[config.mk]
export PLATFORM = sky130hd
export DESIGN_NAME = l1_flush_ctrl
export DESIGN_NICKNAME = d
export VERILOG_FILES = /design/src/rtl/flc_pkg.sv /design/src/rtl/flc_data_ram.sv /design/src/rtl/flc_line_table.sv /design/src/rtl/flc_out_regs.sv /design/src/rtl/l1_flush_ctrl.sv
export SDC_FILE = /design/constraint.sdc
export NUM_CORES = 1
export LEC_CHECK = 0
export BUFFER_PORTS_ARGS = -buffer_cell sky130_fd_sc_hd__buf_2
export CAP_MARGIN = 20
export CORE_UTILIZATION = 45
export CTS_BUF_LIST = sky130_fd_sc_hd__clkbuf_8
export CTS_CLUSTER_DIAMETER = 100
export DETAILED_ROUTE_END_ITERATION = 7
export PLACE_DENSITY = 0.62
export REMOVE_ABC_BUFFERS = 1
export SLEW_MARGIN = 0
export SYNTH_ARGS = -nofsm -noshare
export SYNTH_HDL_FRONTEND = slang
export SYNTH_SLANG_ARGS = --single-unit
[constraint.sdc]
create_clock -name clk -period 5.6 [get_ports clk]
set_clock_uncertainty 0.2 [all_clocks]
set_input_delay 1.12 -clock clk [delete_from_list [all_inputs] [get_ports clk]]
set_output_delay 1.12 -clock clk [all_outputs]
set_load 0.1 [all_outputs]
[src/rtl/flc_pkg.sv]
package flc_pkg;
  typedef enum logic [1:0] {
    LS_INV   = 2'd0,
    LS_VAL   = 2'd1,
    LS_ATOM  = 2'd2,
    LS_FLUSH = 2'd3
  } line_st_e;

  localparam logic [1:0] EK_FILL   = 2'd0;
  localparam logic [1:0] EK_AISSUE = 2'd1;
  localparam logic [1:0] EK_ADONE  = 2'd2;

  localparam logic [1:0] RK_DATA   = 2'd0;
  localparam logic [1:0] RK_L2ACK  = 2'd1;
  localparam logic [1:0] RK_DIRACK = 2'd2;
endpackage

[src/rtl/flc_data_ram.sv]
module flc_data_ram #(
  parameter int LINES  = 8,
  parameter int DATA_W = 32,
  localparam int IDX_W = $clog2(LINES),
  localparam int BYTES = DATA_W / 8
) (
  input  logic              clk,
  input  logic              we,
  input  logic [IDX_W-1:0]  waddr,
  input  logic [BYTES-1:0]  wbe,
  input  logic [DATA_W-1:0] wdata,
  input  logic [IDX_W-1:0]  raddr,
  output logic [DATA_W-1:0] rdata
);
  logic [DATA_W-1:0] mem [LINES];

  always_ff @(posedge clk) begin
    for (int b = 0; b < BYTES; b++) begin
      if (we && wbe[b]) mem[waddr][b*8 +: 8] <= wdata[b*8 +: 8];
    end
    rdata <= mem[raddr];
  end
endmodule

[src/rtl/flc_line_table.sv]
module flc_line_table
  import flc_pkg::*;
#(
  parameter int LINES  = 8,
  parameter int MASK_W = 4,
  parameter int ADDR_W = 16,
  parameter int SEQ_W  = 8,
  localparam int IDX_W = $clog2(LINES)
) (
  input  logic              clk,
  input  logic              rst,
  input  logic              ev_go,
  input  logic [1:0]        ev_kind,
  input  logic [IDX_W-1:0]  ev_idx,
  input  logic [MASK_W-1:0] ev_mask,
  input  logic              acc_go,
  input  logic [IDX_W-1:0]  acc_idx,
  input  logic [ADDR_W-1:0] acc_addr,
  input  logic [SEQ_W-1:0]  acc_seq,
  input  logic              ack_go,
  input  logic [IDX_W-1:0]  ack_idx,
  output line_st_e          ev_st,
  output line_st_e          acc_st,
  output line_st_e          ack_st,
  output logic [MASK_W-1:0] acc_mask,
  output logic [ADDR_W-1:0] ack_addr,
  output logic [SEQ_W-1:0]  ack_seq
);
  line_st_e          st_q   [LINES];
  logic [MASK_W-1:0] mask_q [LINES];
  logic [ADDR_W-1:0] addr_q [LINES];
  logic [SEQ_W-1:0]  seq_q  [LINES];

  for (genvar g = 0; g < LINES; g++) begin : g_line
    logic ev_here, acc_here, ack_here, open_st;
    assign ev_here  = ev_go  && (ev_idx  == IDX_W'(g));
    assign acc_here = acc_go && (acc_idx == IDX_W'(g));
    assign ack_here = ack_go && (ack_idx == IDX_W'(g));
    assign open_st  = (st_q[g] == LS_INV) || (st_q[g] == LS_VAL);

    always_ff @(posedge clk) begin
      if (rst) begin
        st_q[g]   <= LS_INV;
        mask_q[g] <= '0;
      end else if (acc_here) begin
        st_q[g]   <= LS_FLUSH;
        addr_q[g] <= acc_addr;
        seq_q[g]  <= acc_seq;
      end else if (ack_here && st_q[g] == LS_FLUSH) begin
        st_q[g]   <= LS_INV;
        mask_q[g] <= '0;
      end else if (ev_here) begin
        unique case (ev_kind)
          EK_FILL: if (open_st) begin
            st_q[g]   <= LS_VAL;
            mask_q[g] <= mask_q[g] | ev_mask;
          end
          EK_AISSUE: if (open_st) st_q[g] <= LS_ATOM;
          EK_ADONE: if (st_q[g] == LS_ATOM) begin
            st_q[g]   <= LS_VAL;
            mask_q[g] <= mask_q[g] | ev_mask;
          end
          default: ;
        endcase
      end
    end
  end

  assign ev_st    = st_q[ev_idx];
  assign acc_st   = st_q[acc_idx];
  assign ack_st   = st_q[ack_idx];
  assign acc_mask = mask_q[acc_idx];
  assign ack_addr = addr_q[ack_idx];
  assign ack_seq  = seq_q[ack_idx];
endmodule

[src/rtl/flc_out_regs.sv]
module flc_out_regs #(
  parameter int ADDR_W    = 16,
  parameter int MASK_W    = 4,
  parameter int SEQ_W     = 8,
  parameter int TIME_W    = 16,
  parameter int BANK_LO   = 5,
  parameter int BANK_BITS = 2
) (
  input  logic                 clk,
  input  logic                 rst,
  input  logic                 acc_go,
  input  logic [ADDR_W-1:0]    acc_addr,
  input  logic [SEQ_W-1:0]     acc_seq,
  input  logic [MASK_W-1:0]    acc_mask,
  input  logic                 ack_ok,
  input  logic                 ack_bad,
  input  logic [ADDR_W-1:0]    ack_addr,
  input  logic [SEQ_W-1:0]     ack_seq,
  output logic                 req_valid,
  output logic [ADDR_W-1:0]    req_addr,
  output logic [BANK_BITS-1:0] req_bank,
  output logic [MASK_W-1:0]    req_mask,
  output logic [SEQ_W-1:0]     req_seq,
  output logic [TIME_W-1:0]    req_time,
  output logic                 done_valid,
  output logic [ADDR_W-1:0]    done_addr,
  output logic [SEQ_W-1:0]     done_seq,
  output logic                 err
);
  logic [TIME_W-1:0] now_q;

  always_ff @(posedge clk) begin
    if (rst) begin
      now_q      <= '0;
      req_valid  <= 1'b0;
      done_valid <= 1'b0;
      err        <= 1'b0;
    end else begin
      now_q      <= now_q + 1'b1;
      req_valid  <= acc_go;
      done_valid <= ack_ok;
      err        <= ack_bad;
    end
  end

  always_ff @(posedge clk) begin
    if (acc_go) begin
      req_addr <= acc_addr;
      req_bank <= acc_addr[BANK_LO +: BANK_BITS];
      req_mask <= acc_mask;
      req_seq  <= acc_seq;
      req_time <= now_q;
    end
    if (ack_ok) begin
      done_addr <= ack_addr;
      done_seq  <= ack_seq;
    end
  end
endmodule

[src/rtl/l1_flush_ctrl.sv]
module l1_flush_ctrl
  import flc_pkg::*;
#(
  parameter int ADDR_W    = 16,
  parameter int DATA_W    = 32,
  parameter int SEQ_W     = 8,
  parameter int TIME_W    = 16,
  parameter int LINES     = 8,
  parameter int OFF_BITS  = 2,
  parameter int BANK_LO   = 5,
  parameter int BANK_BITS = 2,
  localparam int MASK_W   = DATA_W / 8,
  localparam int IDX_W    = $clog2(LINES)
) (
  input  logic                 clk,
  input  logic                 rst,
  input  logic                 flush_valid,
  output logic                 flush_ready,
  input  logic [ADDR_W-1:0]    flush_addr,
  input  logic [SEQ_W-1:0]     flush_seq,
  input  logic                 ev_valid,
  input  logic [1:0]           ev_kind,
  input  logic [ADDR_W-1:0]    ev_addr,
  input  logic [DATA_W-1:0]    ev_data,
  input  logic [MASK_W-1:0]    ev_mask,
  output logic                 l2req_valid,
  output logic [ADDR_W-1:0]    l2req_addr,
  output logic [BANK_BITS-1:0] l2req_bank,
  output logic [DATA_W-1:0]    l2req_data,
  output logic [MASK_W-1:0]    l2req_mask,
  output logic [SEQ_W-1:0]     l2req_seq,
  output logic [TIME_W-1:0]    l2req_time,
  output logic                 l2req_shared,
  output logic                 l2req_slc,
  input  logic                 rsp_valid,
  input  logic [1:0]           rsp_kind,
  input  logic [ADDR_W-1:0]    rsp_addr,
  output logic                 done_valid,
  output logic [ADDR_W-1:0]    done_addr,
  output logic [SEQ_W-1:0]     done_seq,
  output logic                 proto_err
);
  logic [IDX_W-1:0]  fl_idx, ev_idx, rsp_idx;
  logic [ADDR_W-1:0] fl_aligned, tbl_ack_addr;
  logic [SEQ_W-1:0]  tbl_ack_seq;
  logic [MASK_W-1:0] tbl_acc_mask;
  line_st_e          ev_st, acc_st, ack_st;
  logic              acc_go, ack_go, ram_we, ev_clash;
  logic              unused_bits;

  assign fl_idx     = flush_addr[OFF_BITS +: IDX_W];
  assign ev_idx     = ev_addr[OFF_BITS +: IDX_W];
  assign rsp_idx    = rsp_addr[OFF_BITS +: IDX_W];
  assign fl_aligned = {flush_addr[ADDR_W-1:OFF_BITS], {OFF_BITS{1'b0}}};
  assign unused_bits = ^{ev_addr, rsp_addr};

  assign ev_clash    = ev_valid && (ev_idx == fl_idx);
  assign flush_ready = ((acc_st == LS_INV) || (acc_st == LS_VAL)) && !ev_clash;
  assign acc_go      = flush_valid && flush_ready;
  assign ack_go      = rsp_valid && ((rsp_kind == RK_L2ACK) || (rsp_kind == RK_DIRACK));
  assign ram_we      = ev_valid &&
                       (((ev_kind == EK_FILL) && ((ev_st == LS_INV) || (ev_st == LS_VAL))) ||
                        ((ev_kind == EK_ADONE) && (ev_st == LS_ATOM)));

  flc_line_table #(
    .LINES(LINES), .MASK_W(MASK_W), .ADDR_W(ADDR_W), .SEQ_W(SEQ_W)
  ) u_tbl (
    .clk(clk), .rst(rst),
    .ev_go(ev_valid), .ev_kind(ev_kind), .ev_idx(ev_idx), .ev_mask(ev_mask),
    .acc_go(acc_go), .acc_idx(fl_idx), .acc_addr(fl_aligned), .acc_seq(flush_seq),
    .ack_go(ack_go), .ack_idx(rsp_idx),
    .ev_st(ev_st), .acc_st(acc_st), .ack_st(ack_st),
    .acc_mask(tbl_acc_mask), .ack_addr(tbl_ack_addr), .ack_seq(tbl_ack_seq)
  );

  flc_data_ram #(.LINES(LINES), .DATA_W(DATA_W)) u_ram (
    .clk(clk), .we(ram_we), .waddr(ev_idx), .wbe(ev_mask), .wdata(ev_data),
    .raddr(fl_idx), .rdata(l2req_data)
  );

  flc_out_regs #(
    .ADDR_W(ADDR_W), .MASK_W(MASK_W), .SEQ_W(SEQ_W), .TIME_W(TIME_W),
    .BANK_LO(BANK_LO), .BANK_BITS(BANK_BITS)
  ) u_out (
    .clk(clk), .rst(rst),
    .acc_go(acc_go), .acc_addr(fl_aligned), .acc_seq(flush_seq), .acc_mask(tbl_acc_mask),
    .ack_ok(ack_go && (ack_st == LS_FLUSH)), .ack_bad(ack_go && (ack_st != LS_FLUSH)),
    .ack_addr(tbl_ack_addr), .ack_seq(tbl_ack_seq),
    .req_valid(l2req_valid), .req_addr(l2req_addr), .req_bank(l2req_bank),
    .req_mask(l2req_mask), .req_seq(l2req_seq), .req_time(l2req_time),
    .done_valid(done_valid), .done_addr(done_addr), .done_seq(done_seq), .err(proto_err)
  );

  assign l2req_shared = 1'b0;
  assign l2req_slc    = 1'b0;
endmodule

==> flow_summary.yaml <==
run_status:
  outcome: "finished clean"
global_route:
  antenna_found_initial: 8
  gr-usage-all-layers_pct: 18.6
  grt-busiest-layer: "met2"
  grt_start_max_net_pins: 69
  met3_usage_pct: 4.49
  grt_pass1_vias: 12200
  grt_pass1_wl_um: 73000
  use_met2_pct: 29.7
  overflow: 0
  met1_usage_pct: 25.2
drt:
  vias: 11900
  wl_per_cell_um: 21.9
  wl_um: 48300
  ant_nets: 0
  drt_first_pass_iters: 5
  via_per_inst: 5.39
  drt_iter0_drc: 888
  drc: 0
power_and_ir_drop:
  power.total_mw: 9.22
  pwr_density_cell_mw_per_mm2: 347
  p_leak_nw: 8.99
  vdd_drop_max_mv: 0.217
critical_path:
  cp.required_ns: 4.28
  crit_fanout: 21
  end_kind: "output pin"
  worstSetupPathDepth: 5
  cp_data_arrival_time_ns: 3.11
  crit_chain: "buf_6 -> mux4_2 -> mux2_2 -> a41oi_1 -> buf_2"
  startpoint_type: "input pin"
  crit_family: "multiplexers"
  reg2reg_slack_ns: 2.07
  cp_slowest_stage_delay_ns: 0.57
  ff2ff_path_depth: 4
  path_class: "input pin to output pin"
  cp_slowest_cell: "mux4_2"
  critPathBufInv: 2
floorplan:
  initial_utilization_pct: 46.0
  io_pins: 209
  dieHeight_um: 229
  die_x_um: 229
  row_count: 82
  design.core.area_mm2: 0.0505
  die_area_mm2: 0.0525
final_layout:
  multi_input_area_mm2: 0.00552
  final_core_util_pct: 52.6
  n_fill_cell: 4112
  area_delta_synth_final_pct: 14.5
  regArea_mm2: 0.0174
  layout.cells.non_filler: 2201
  antenna_cells: 0
  drive_gt1_share_pct: 35.4
  final_nets: 1552
timing:
  finalCritPeriodShare_pct: 79.0
  finalHoldViolations: 0
  tns_ns: 0
  period_minus_slack_ns: 4.43
  fmax_mhz: 226
  setup_viol: 0
  rsz0062_at_grt: "false"
  slew_headroom_pct: 26.6
  max_slew.worst_pin.slew_ns: 1.09
  drv_slew: 0
synthesis:
  syn-cell-area_mm2: 0.0232
  syn_avg_cell_area_um2: 18.9
  synthFlopType: "edfxtp_1"
  ys_ff_latch: 595
  synth_edf_count: 544
  ys_seq_area_share_pct: 74.8
  synthCells: 1227
  synth.yosys.warnings: 0
  async_reset_ff_share_pct: 0
  ys_types: 49
cts:
  clkLatencyLatePin_ns: 0.69
  cts_made_buffers: 95
  postCtsSetupBuffers: 0
  cts_root_buffer: "clkbuf_8"
  cts.sinks: 595
  path_clk_slew_ns: 0.06
  postCtsHoldBufs: 0
  htree_levels: 3
  cts_resized: 0
  clockBufferDepth: 3
  tritoncts: "built"
placed_design:
  io_buffers: 174
  dpl.hpwl_um: 29000
  place_congestion: 0.843
  dp.cells: 2025
job:
  max_cap_viol_count: 0
hold_path:
  hold_class: "flop to flop"
  holdPathStages: 0
==> registers in the layout, summed over array words and instances (netlist names) <==
name              flops
u_ram.mem           256
u_tbl.addr_q        112
u_tbl.seq_q          64
u_ram.rdata          32
u_tbl.mask_q         32
u_out.now_q          16
u_out.req_time       16
u_tbl.st_q           16
u_out.done_addr      14
u_out.req_addr       13
u_out.done_seq        8
u_out.req_seq         8
u_out.req_mask        4
u_out.done_valid      1
u_out.err             1
u_out.req_bank        1
u_out.req_valid       1
==> power breakdown <==
group,internal [mW],switching (mW),total (mW),leakage [nW]
combinational,0.204,0.637,0.841,2.51
clock,1.72,1.68,3.40,1.07
sequential,4.94,0.0352,4.98,5.41
total,6.87,2.35,9.22,8.99
==> kinds of logic (layout without fill, tap and decap cells) <==
family	Yosys count	in the layout	share of synthesized area (%)
AO/OA/AOI/OAI	83	83	2.59
XOR/XNOR	15	15	0.566
adder cells (fa/ha/maj)	1	1	0.0539
buffers and inverters	85	382	1.72
flip-flops	595	595	74.8
multiplexers	187	187	15.0
other	1	6	0.0162
AND/OR/NAND/NOR	260	260	5.34
==> worst paths after layout <==
| path | startpoint | to |
|---|---|---|
| max | flush_addr[2] | flush_ready |
| min | u_out.now_q[15] | u_out.req_time[15] |
| max reg2reg | u_tbl.st_q[7][1] | u_ram.mem[6][16] |
| min reg2reg | u_out.now_q[15] | u_out.req_time[15] |
==> metrics by stage <==
| step | setup WS [ns] | instance area, µm² | hold WS [ns] |
|---|---|---|---|
| after floorplan | 0.746 | 22900 | 0.223 |
| after global placement | 1.15 | 24800 | 0.235 |
| after detailed placement | 1.12 | 24800 | 0.246 |
| after CTS | 1.14 | 26600 | 0.259 |
| after global routing | 1.13 | 26600 | 0.285 |
| final | 1.17 | 26600 | 0.257 |
==> final cells by class <==
type	instances	share of cell area (%)
well taps	672	3.16
flip-flops and latches	595	65.3
repair buffers	197	3.97
clock inverters	72	1.25
inverters	9	0.127
multi-input cells	552	20.8
clock buffers	104	5.39
==> routing by layer <==
layer	vias up	part of all wire (%)
met4	16	1.9
li1	5337	-
met1	6002	43
met5	-	0.19
met2	407	48
met3	92	6.6
==> Yosys cell counts, types with 3 or more instances <==
library cell	count	area [µm²]
a21oi_1	10	50.1
a21oi_2	30	263
a41oi_1	6	52.6
and2_0	4	25.0
and3_1	5	31.3
and3b_1	3	26.3
and4b_1	3	30.0
buf_1	14	52.6
buf_2	11	55.1
buf_4	8	60.1
buf_6	5	56.3
clkbuf_1	38	143
dfxtp_1	51	1020
edfxtp_1	544	16300
inv_1	9	33.8
mux2_2	62	698
mux2i_1	4	40.0
mux4_2	119	2680
nand2_1	59	221
nand2b_1	10	62.6
nand3_1	24	120
nand3b_1	8	60.1
nand4_1	8	50.1
nor2_1	98	368
nor2b_1	7	43.8
nor3_1	10	50.1
nor3b_1	6	45.0
nor4_1	3	18.8
o211ai_1	4	30.0
o21ai_0	16	80.1
o22ai_1	5	31.3
or2_2	3	18.8
or3_1	4	25.0
xnor2_1	12	105
xor2_1	3	26.3
==> cells in the final DEF (no fill, tap or decap), types with 6 or more instances in the layout <==
cell	n
o21ai_0	16
buf_2	171
mux2_2	62
a21oi_1	10
conb_1	6
nand2_1	59
nand4_1	8
xnor2_1	12
a21oi_2	30
a41oi_1	6
edfxtp_1	544
clkinv_1	15
nand3b_1	8
mux4_2	119
nor3b_1	6
clkbuf_8	104
dfxtp_1	51
nand2b_1	10
inv_1	52
nor2_1	93
nor3_1	9
nand3_1	24
buf_4	25
clkinv_2	8
No activity file was read; power rests on OpenSTA's default activity.
